File: src/rtl/tap_timer_pkg.sv
// Package: shared constants and the tap lookup for the tap-select timer.
// Assumes every stage count returned is at most the counter width in use.
package tap_timer_pkg;

    localparam int unsigned STAGE_C0 = 13;
    localparam int unsigned STAGE_C1 = 10;
    localparam int unsigned STAGE_C2 = 8;
    localparam int unsigned STAGE_C3 = 16;

    // Map a select code to the number of counter stages used.
    function automatic int unsigned tap_stage(input logic [1:0] code);
        case (code)
            2'b00:   return STAGE_C0;
            2'b01:   return STAGE_C1;
            2'b10:   return STAGE_C2;
            default: return STAGE_C3;
        endcase
    endfunction

endpackage

File: src/rtl/tap_timer_edge.sv
// Rising-edge detector for a level that is already synchronous to clk.
// The flop tracks the level during reset, so a level that is high at
// release does not count as an edge.
module tap_timer_edge (
    input  logic clk,
    input  logic rst_n,
    input  logic level,
    output logic rise
);

    logic prev_q;

    // Hold the previous sample of the level.
    always_ff @(posedge clk) begin
        prev_q <= level;
    end

    assign rise = level & ~prev_q & rst_n;

endmodule

File: src/rtl/tap_timer_por.sv
// Power-up clear generator: a pulse of CYCLES clocks after rst_n is
// released, masked whenever the disable input is high.
module tap_timer_por #(
    parameter int CYCLES = 4
) (
    input  logic clk,
    input  logic rst_n,
    input  logic disable_req,
    output logic pulse
);

    localparam int CW = $clog2(CYCLES + 1);

    logic [CW-1:0] left_q;

    // Count the remaining clocks of the window down to zero.
    always_ff @(posedge clk) begin
        if (!rst_n) begin
            left_q <= CW'(CYCLES);
        end else if (left_q != '0) begin
            left_q <= left_q - CW'(1);
        end
    end

    assign pulse = (left_q != '0) && !disable_req;

endmodule

File: src/rtl/tap_timer_count.sv
// Binary edge counter with a tap register. The tap position is loaded
// from the select code on reset, on clear and on every count step, so a
// new code applies at the next count edge without disturbing the count.
module tap_timer_count #(
    parameter int CNT_W = 16
) (
    input  logic             clk,
    input  logic             rst_n,
    input  logic             clear,
    input  logic             step,
    input  logic [1:0]       sel,
    output logic [CNT_W-1:0] cnt_val,
    output logic             tap_bit
);

    import tap_timer_pkg::*;

    localparam int IDX_W = $clog2(CNT_W);

    logic [IDX_W-1:0] pos_q;
    logic [IDX_W-1:0] pos_new;

    assign pos_new = IDX_W'(tap_stage(sel) - 1);

    // Advance, clear or hold the count and the tap position.
    always_ff @(posedge clk) begin
        if (!rst_n || clear) begin
            cnt_val <= '0;
            pos_q   <= pos_new;
        end else if (step) begin
            cnt_val <= cnt_val + CNT_W'(1);
            pos_q   <= pos_new;
        end
    end

    assign tap_bit = cnt_val[pos_q];

endmodule

File: src/rtl/tap_timer.sv
// Tap-select timer top: counts rising edges of cnt_in, drives tmr_out
// from the selected stage either as a divider or as a one-shot latch.
// Assumes all inputs are synchronous to clk.
module tap_timer #(
    parameter int CNT_W      = 16,
    parameter int POR_CYCLES = 4
) (
    input  logic       clk,
    input  logic       rst_n,
    input  logic       cnt_in,
    input  logic [1:0] sel,
    input  logic       run_mode,
    input  logic       phase,
    input  logic       hard_clr,
    input  logic       por_off,
    output logic       tmr_out
);

    logic             cnt_rise;
    logic             mode_rise;
    logic             por_pulse;
    logic             clr_act;
    logic             restart;
    logic [CNT_W-1:0] cnt_val;
    logic             tap_bit;
    logic             latch_q;
    logic             hit;
    logic             out_q;

    tap_timer_edge u_cnt_edge (
        .clk   (clk),
        .rst_n (rst_n),
        .level (cnt_in),
        .rise  (cnt_rise)
    );

    tap_timer_edge u_mode_edge (
        .clk   (clk),
        .rst_n (rst_n),
        .level (run_mode),
        .rise  (mode_rise)
    );

    tap_timer_por #(.CYCLES(POR_CYCLES)) u_por (
        .clk         (clk),
        .rst_n       (rst_n),
        .disable_req (por_off),
        .pulse       (por_pulse)
    );

    assign clr_act = hard_clr | por_pulse;
    assign restart = clr_act | mode_rise;

    tap_timer_count #(.CNT_W(CNT_W)) u_count (
        .clk     (clk),
        .rst_n   (rst_n),
        .clear   (restart),
        .step    (cnt_rise),
        .sel     (sel),
        .cnt_val (cnt_val),
        .tap_bit (tap_bit)
    );

    assign hit = latch_q | tap_bit;

    // Keep the one-shot latch and the registered output.
    always_ff @(posedge clk) begin
        if (!rst_n || restart) begin
            latch_q <= 1'b0;
            out_q   <= phase;
        end else begin
            latch_q <= latch_q | (tap_bit & ~run_mode);
            out_q   <= phase ^ (run_mode ? tap_bit : hit);
        end
    end

    assign tmr_out = out_q;

endmodule

File: config.mk
export PLATFORM = sky130hd
export DESIGN_NAME = tap_timer
export DESIGN_NICKNAME = d
export VERILOG_FILES = /design/src/rtl/tap_timer_pkg.sv /design/src/rtl/tap_timer_edge.sv /design/src/rtl/tap_timer_por.sv /design/src/rtl/tap_timer_count.sv /design/src/rtl/tap_timer.sv
export SDC_FILE = /design/constraint.sdc
export NUM_CORES = 1
export LEC_CHECK = 0
export ABC_AREA = 1
export CAP_MARGIN = 20
export CORE_ASPECT_RATIO = 0.8
export CORE_MARGIN = 2
export CORE_UTILIZATION = 45
export DETAILED_ROUTE_END_ITERATION = 8
export DONT_BUFFER_PORTS = 1
export HOLD_SLACK_MARGIN = 0.02
export PLACE_DENSITY = 0.7
export SYNTH_ARGS = -nofsm -noshare
export SYNTH_HDL_FRONTEND = slang
export SYNTH_HIERARCHICAL = 1
export SYNTH_SLANG_ARGS = --single-unit
export TNS_END_PERCENT = 1
File: constraint.sdc
create_clock -name clk -period 1.8 [get_ports clk]
set_input_delay 0.18 -clock clk [delete_from_list [all_inputs] [get_ports clk]]
set_output_delay 0.18 -clock clk [all_outputs]
set_load 0.02 [all_outputs]
After elaboration in Yosys (flattened, before gate mapping)
Index checks and enable logic that the tools add are counted.

$add $sub $neg: 3. Multiply operators: 0. Div/mod/pow operators: 0. Order comparisons: 1. Equality and inequality tests: 2. Shift operators: 0. Multiplexer cells: 7. Bitwise operators: 13. Reductions and logical operators: 7.

Operator list (count): adder 16 x 1 -> 16 bit (second input constant) (1); case mux 4 bit (3 select lines) (1); two-way mux 4 bit (2); bitwise AND 1 bit (5); less-than comparator 4 x 5 -> 1 bit (second input constant) (1); binary-select mux 1 bit (select 4 bit) (1); OR 1 bit (4); subtractor 4 x 1 -> 4 bit (second input constant) (1); two-way mux 1 bit (3); NOT 1 bit (3); nonzero test 3 bit (1); subtractor 3 x 1 -> 3 bit (second input constant) (1); == test 2 x 1 -> 1 bit (second input constant) (1); == test 2 bit (second input constant) (1); zero test 1 bit (2); zero test 2 bit (1); nonzero test 2 bit (1); logical AND 1 bit (1); logical OR 1 bit (1); XOR 1 bit (1).

Register bits after elaboration: 27. Latch bits: 0. Memory bits (writable): 0. ROM bits: 0. Input bits: 9. Output and inout port bits: 1. Logic and storage cells: 40. Memories kept: 0.

Logic depth before layout (Yosys ltp)
Depth in word-level cells: 6. Depth in mapped cells: 13. Mapped depth without buffers: 13.

Modules after synthesis
Netlist, hierarchy kept.

Modules (own cells, without submodules): tap_timer_count (times used 1, cells an instance 172, area an instance 1143.6 um2, sequential area each 440.4 um2); tap_timer_por (times used 1, cells an instance 23, area an instance 162.7 um2, sequential area each 60.1 um2); tap_timer (times used 1, cells an instance 21, area an instance 126.4 um2, sequential area each 40.0 um2); tap_timer_edge (times used 2, cells an instance 3, area an instance 30.0 um2, sequential area each 20.0 um2).

Worst setup path after synthesis
OpenSTA, ideal clock, no wires.

Kind: register to register. From: reg u_por.left_q[0]. To: reg u_count.pos_q[0] (enable). Library setup time: 0.265 ns. Arrival: 1.405 ns. Data required time: 1.535 ns. Setup slack: 0.130 ns. Cell stages (with the launch flop): 11. Path buffers: 1. Period minus slack after synthesis: 1.670 ns. Path through: dfxtp_1 -> inv_1 -> ha_1 -> inv_2 -> nor2_2 -> nor2_1 -> inv_1 -> nand3_1 -> nor2_1 -> clkbuf_8 -> nand2_1.

Cells in the longest elaborated chain, start to end: 6.

Ends and longest elaborated chain: from (decl) (line tap_timer_por.sv:14) `logic [CW-1:0] left_q;`; from (signal assigned) (line tap_timer_por.sv:19) `left_q <= CW'(CYCLES);`; from (signal assigned) (line tap_timer_por.sv:21) `left_q <= left_q - CW'(1);`; nonzero test 3 bit (line tap_timer_por.sv:25) `assign pulse = (left_q != '0) && !disable_req;`; logical AND 1 bit (line tap_timer_por.sv:25); via por_pulse (line tap_timer.sv:21) `logic por_pulse;`; OR 1 bit (line tap_timer.sv:51) `assign clr_act = hard_clr | por_pulse;`; OR 1 bit (line tap_timer.sv:52) `assign restart = clr_act | mode_rise;`; via restart (line tap_timer.sv:23) `logic restart;`; logical OR 1 bit (line tap_timer_count.sv:27) `if (!rst_n || clear) begin`; nonzero test 2 bit (no line); to (signal assigned) (line tap_timer_count.sv:29) `pos_q <= pos_new;`; to (signal assigned) (line tap_timer_count.sv:32) `pos_q <= pos_new;`; to (decl) (line tap_timer_count.sv:20) `logic [IDX_W-1:0] pos_q;`.

The timed path passes the listed nets, and every way through them passes these cells. A chain may end at the register's enable or synchronous reset.

Final worst setup path
From: reg u_por.left_q[0]. To: reg u_count.cnt_val[1].

Cells in the longest elaborated chain, start to end: 5.

Ends and longest elaborated chain: nonzero test 3 bit (line tap_timer_por.sv:25); logical AND 1 bit (line tap_timer_por.sv:25); via por_pulse (line tap_timer.sv:21); OR 1 bit (line tap_timer.sv:51); OR 1 bit (line tap_timer.sv:52); via restart (line tap_timer.sv:23); logical OR 1 bit (line tap_timer_count.sv:27); to (signal assigned) (line tap_timer_count.sv:31) `cnt_val <= cnt_val + CNT_W'(1);`; to (decl) (line tap_timer_count.sv:12) `output logic [CNT_W-1:0] cnt_val,`.

The timed path passes the listed nets, and every way through them passes these cells.

==> metrics list <==
- After detailed placement, the total cell area comes to approximately 0.0015 sq mm.
- Adding up every negative setup slack in the final design gives 0 ns.
- Setup slack on the critical path of the routed design comes to around 0.19 ns.
- Cell variety after synth: 24
- Cell count after synthesis: between 200 and 250
- Starting Density: a little under half
- The commonest cells after synthesis are sky130_fd_sc_hd__nand2_1, sky130_fd_sc_hd__inv_1, sky130_fd_sc_hd__nor2_1.
- The critical path in this run is classified as flip-flop to flip-flop.
* Avg Synthesized Cell Area: between 6 and 7 sq um
- Clock latency on the worst-skew pair, taken at its later pin, is 0.27 ns.
- Utilization after layout: between 50% and 60%
- Static timing analysis puts the maximum clock frequency at roughly 620 MHz.
* Kind of end point of the critical path: flip-flop
- Post-Route Skew: approximately 0.0054 ns
- Using the TritonRoute via totals, the vias-per-cell ratio works out to ~4.8.
- RSZ-0062 raised after global routing: false
* Leading post-synthesis cells by cell area: sky130_fd_sc_hd__dfxtp_1, sky130_fd_sc_hd__nand2_1, sky130_fd_sc_hd__nand3_1
- Max clock buf depth: 2
- Number of buffers created by CTS: 3
* Gr ovfl total: 0
- The area growth from synthesis to layout is 9.05%.
- The synthesized netlist occupies a cell area of 0.00149 sq mm.
- Delay contributed by the slowest stage of the critical path: about 0.31 ns
* Share of the synthesized area in the top cell type: just over 30%
* Top-count cell post-synth: sky130_fd_sc_hd__nand2_1
- STA classifies the critical path startpoint as a flip-flop.
- Maximum level of the CTS H-tree: 1
- Area of the multi-input gates: around 760 sq um
- Vias after detailed routing: 1297
- Entering global routing, the biggest net connects 15 pins.
- Initial antenna violation count: 0
- Final max-slew violation count: 0
- In the final layout, the share of cells above drive strength 1 is 10.0%.
* Pwr dens: between 700 and 800 mW/mm^2
- In the finished design, the share of the clock period the worst path needs comes to 89.3%.
* Worst-path cell chain: inv_1 -> ha_2 -> inv_2 -> nor2_2 -> nor2_1 -> inv_1 -> nand3_1 -> nor2_1 -> buf_4 -> o21ai_0 -> a21oi_1
- The slowest stage of the critical path is the sky130_fd_sc_hd__dfxtp_1 cell.
- For this design the static power due to leakage is about 0.66 nW.
* First-iteration detailed-routing DRC count: 86
* WP buf/inv: 4
* Area enclosed by the die boundary: around 0.0038 sq mm
- In this run the worst hold path is classified as input pin to flip-flop.
* Number of max-cap violations: 0
- For this run, the number of Yosys warnings is 6.
- Dominant cell type by area after synthesis: sky130_fd_sc_hd__dfxtp_1
- Proportion of synthesized chip area in sequential cells: 38.9%
* Number of iterations in the first detailed-routing pass: 4
* Overall die width: around 70 um
- In this run, synthesis inferred 4 flip-flops with an integrated enable.
- The routed design could run at a clock period as short as between 1.5 and 2 ns.
- Port-buffer cells: 0
- First-pass GRT wire length: slightly above 5 mm
* Area of all placed cells without fillers: about 0.0016 sq mm
* Startpoint of the worst register-to-register path: u_por/left_q[0]
- Number of nets in the synthesized netlist: about 230
* Layout Nets: roughly 240
- The routed design has between 2 and 3 mm of wire.
- Root buffer selected by CTS: sky130_fd_sc_hd__clkbuf_8
* Crit path DAT: between 1.5 and 2 ns
* Transition time at the pin with the least slew margin: between 0.3 and 0.4 ns
* Slew margin rel.: 76.1%
- In this run the core area contains 18 standard-cell rows.
* Run status: finished, final reports clean
- Maximum fanout encountered on the critical timing path: 14
- Post-Place Setup Slack: just under 0.2 ns
* Number of antenna repair diodes: 0
* Boundary Pins: 10
- For the worst setup path, the data required time is 2.01 ns.
- Finish-stage setup viols: 0
- Number of global-route vias before repair: ~1200
* Number of fillers in the final layout: between 300 and 400
* HP Start: rst_n
* Most used DFF post-synth: sky130_fd_sc_hd__dfxtp_1
- Placer's final routability congestion estimate: 0.845
* Number of sinks on the clock net: 27
- TritonCTS built the clock tree.
- Clock transition at the register clock pins on the worst setup and hold paths after CTS: about 0.09 ns
- Flip-flop and latch count after synthesis: 27
- Worst path top cell family by delay: buffers and inverters
* Post-detailed-route count of antenna-violating nets: 0
- Post-route worst hold slack: roughly 0.038 ns
* Combined global-route utilization of all metal layers: approximately 17%
- Summing all flip-flop and latch instances after layout gives 581 sq um.
- Detail-routed net length per standard cell: approximately 11 um
- Detailed-placement wirelength estimate: about 2.1 mm
- Die Y: approximately 56 um
* Share of flip-flops with an asynchronous set or reset after synthesis: 0%
- Tracing the worst setup path back leads to its startpoint at u_por/left_q[0].
- Number of remaining DRC errors: 0
- Number of failing hold endpoints at the final stage: 0
* Maximum vdd drop: 423 uV
- The floorplan step defined a core boundary enclosing between 0.003 and 0.004 sq mm.
==> flip-flops by register name (all words and copies together) (netlist names) <==
| signal | count |
|---|---|
| u_count/cnt_val | 16 |
| u_count/pos_q | 4 |
| u_mode_edge/prev_q | 1 |
| u_por/left_q | 3 |
| u_cnt_edge/prev_q | 1 |
| tmr_out | 1 |
| latch_q | 1 |
==> final timing paths <==
check | end | slack (ns) | depth (start not counted)
worst max-delay path | u_count/cnt_val[1] | 0.19 | 11
worst min-delay path | u_por/left_q[0] | 0.04 | 2
worst max register to register | u_count/cnt_val[1] | 0.19 | 11
worst min register to register | u_count/cnt_val[4] | 0.50 | 1
==> cells by family after synthesis <==
logic type	count (synthesis)	synth area share, %
and+or+nand+nor	132	40.3
xor gates and xnor gates	1	0.587
DFF	27	38.9
buffers and inverters	39	10.6
AOI/OAI and AO/OA	20	7.04
adders and majority gates	3	2.51
==> area by class of cell <==
type | count | share of cell area, %
tap | 40 | 3.07
multi-input combinational | 156 | 46.4
inverter | 35 | 8.07
sequential | 27 | 35.7
timing repair buffer | 7 | 4.00
clock buffer | 4 | 2.77
==> layout by cell type (no fill, tap or decap), drive strengths merged <==
cell type / synthesis / final
nand2: 60 / 60
nor2: 38 / 38
inv: 34 / 34
nand3: 28 / 28
dfxtp: 23 / 23
a21oi: 11 / 11
o21ai: 7 / 7
dlygate4sd3: 0 / 5
edfxtp: 4 / 4
clkbuf: 2 / 4
nand4: 4 / 4
ha: 3 / 3
o211ai: 2 / 2
buf: 2 / 2
or2: 2 / 2
clkinv: 1 / 1
xor2: 1 / 1
==> through the flow <==
stage	power, mW	cells
4_1_cts	1.26	269
3_5_place_dp	0.906	260
5_1_grt	1.34	269
2_1_floorplan	0.866	222
6_report	1.26	269
3_3_place_gp	0.896	260
==> what timing repair did <==
item,in CTS,in global routing
hold buffers,5,0
gates resized for setup,0,1
endpoints found under the setup margin,0,3
setup buffers,0,0
hold endpoints to repair,6,0
==> where the power goes <==
| part | total, mW | switching [mW] | internal [mW] |
|---|---|---|---|
| combinational | 0.231 | 0.137 | 0.0936 |
| sequential | 0.677 | 0.0265 | 0.651 |
| clock | 0.350 | 0.191 | 0.159 |
| total | 1.26 | 0.355 | 0.903 |
==> metal layers <==
| metal | share of wire [%] | track usage (%) | up-vias |
|---|---|---|---|
| met5 | 0 | 0 | - |
| met4 | 0.57 | 3.43 | 0 |
| met3 | 5.7 | 4.89 | 2 |
| met2 | 39 | 23.5 | 26 |
| met1 | 55 | 27.0 | 560 |
| li1 | - | - | 709 |
No activity file was read; power rests on OpenSTA's default activity.
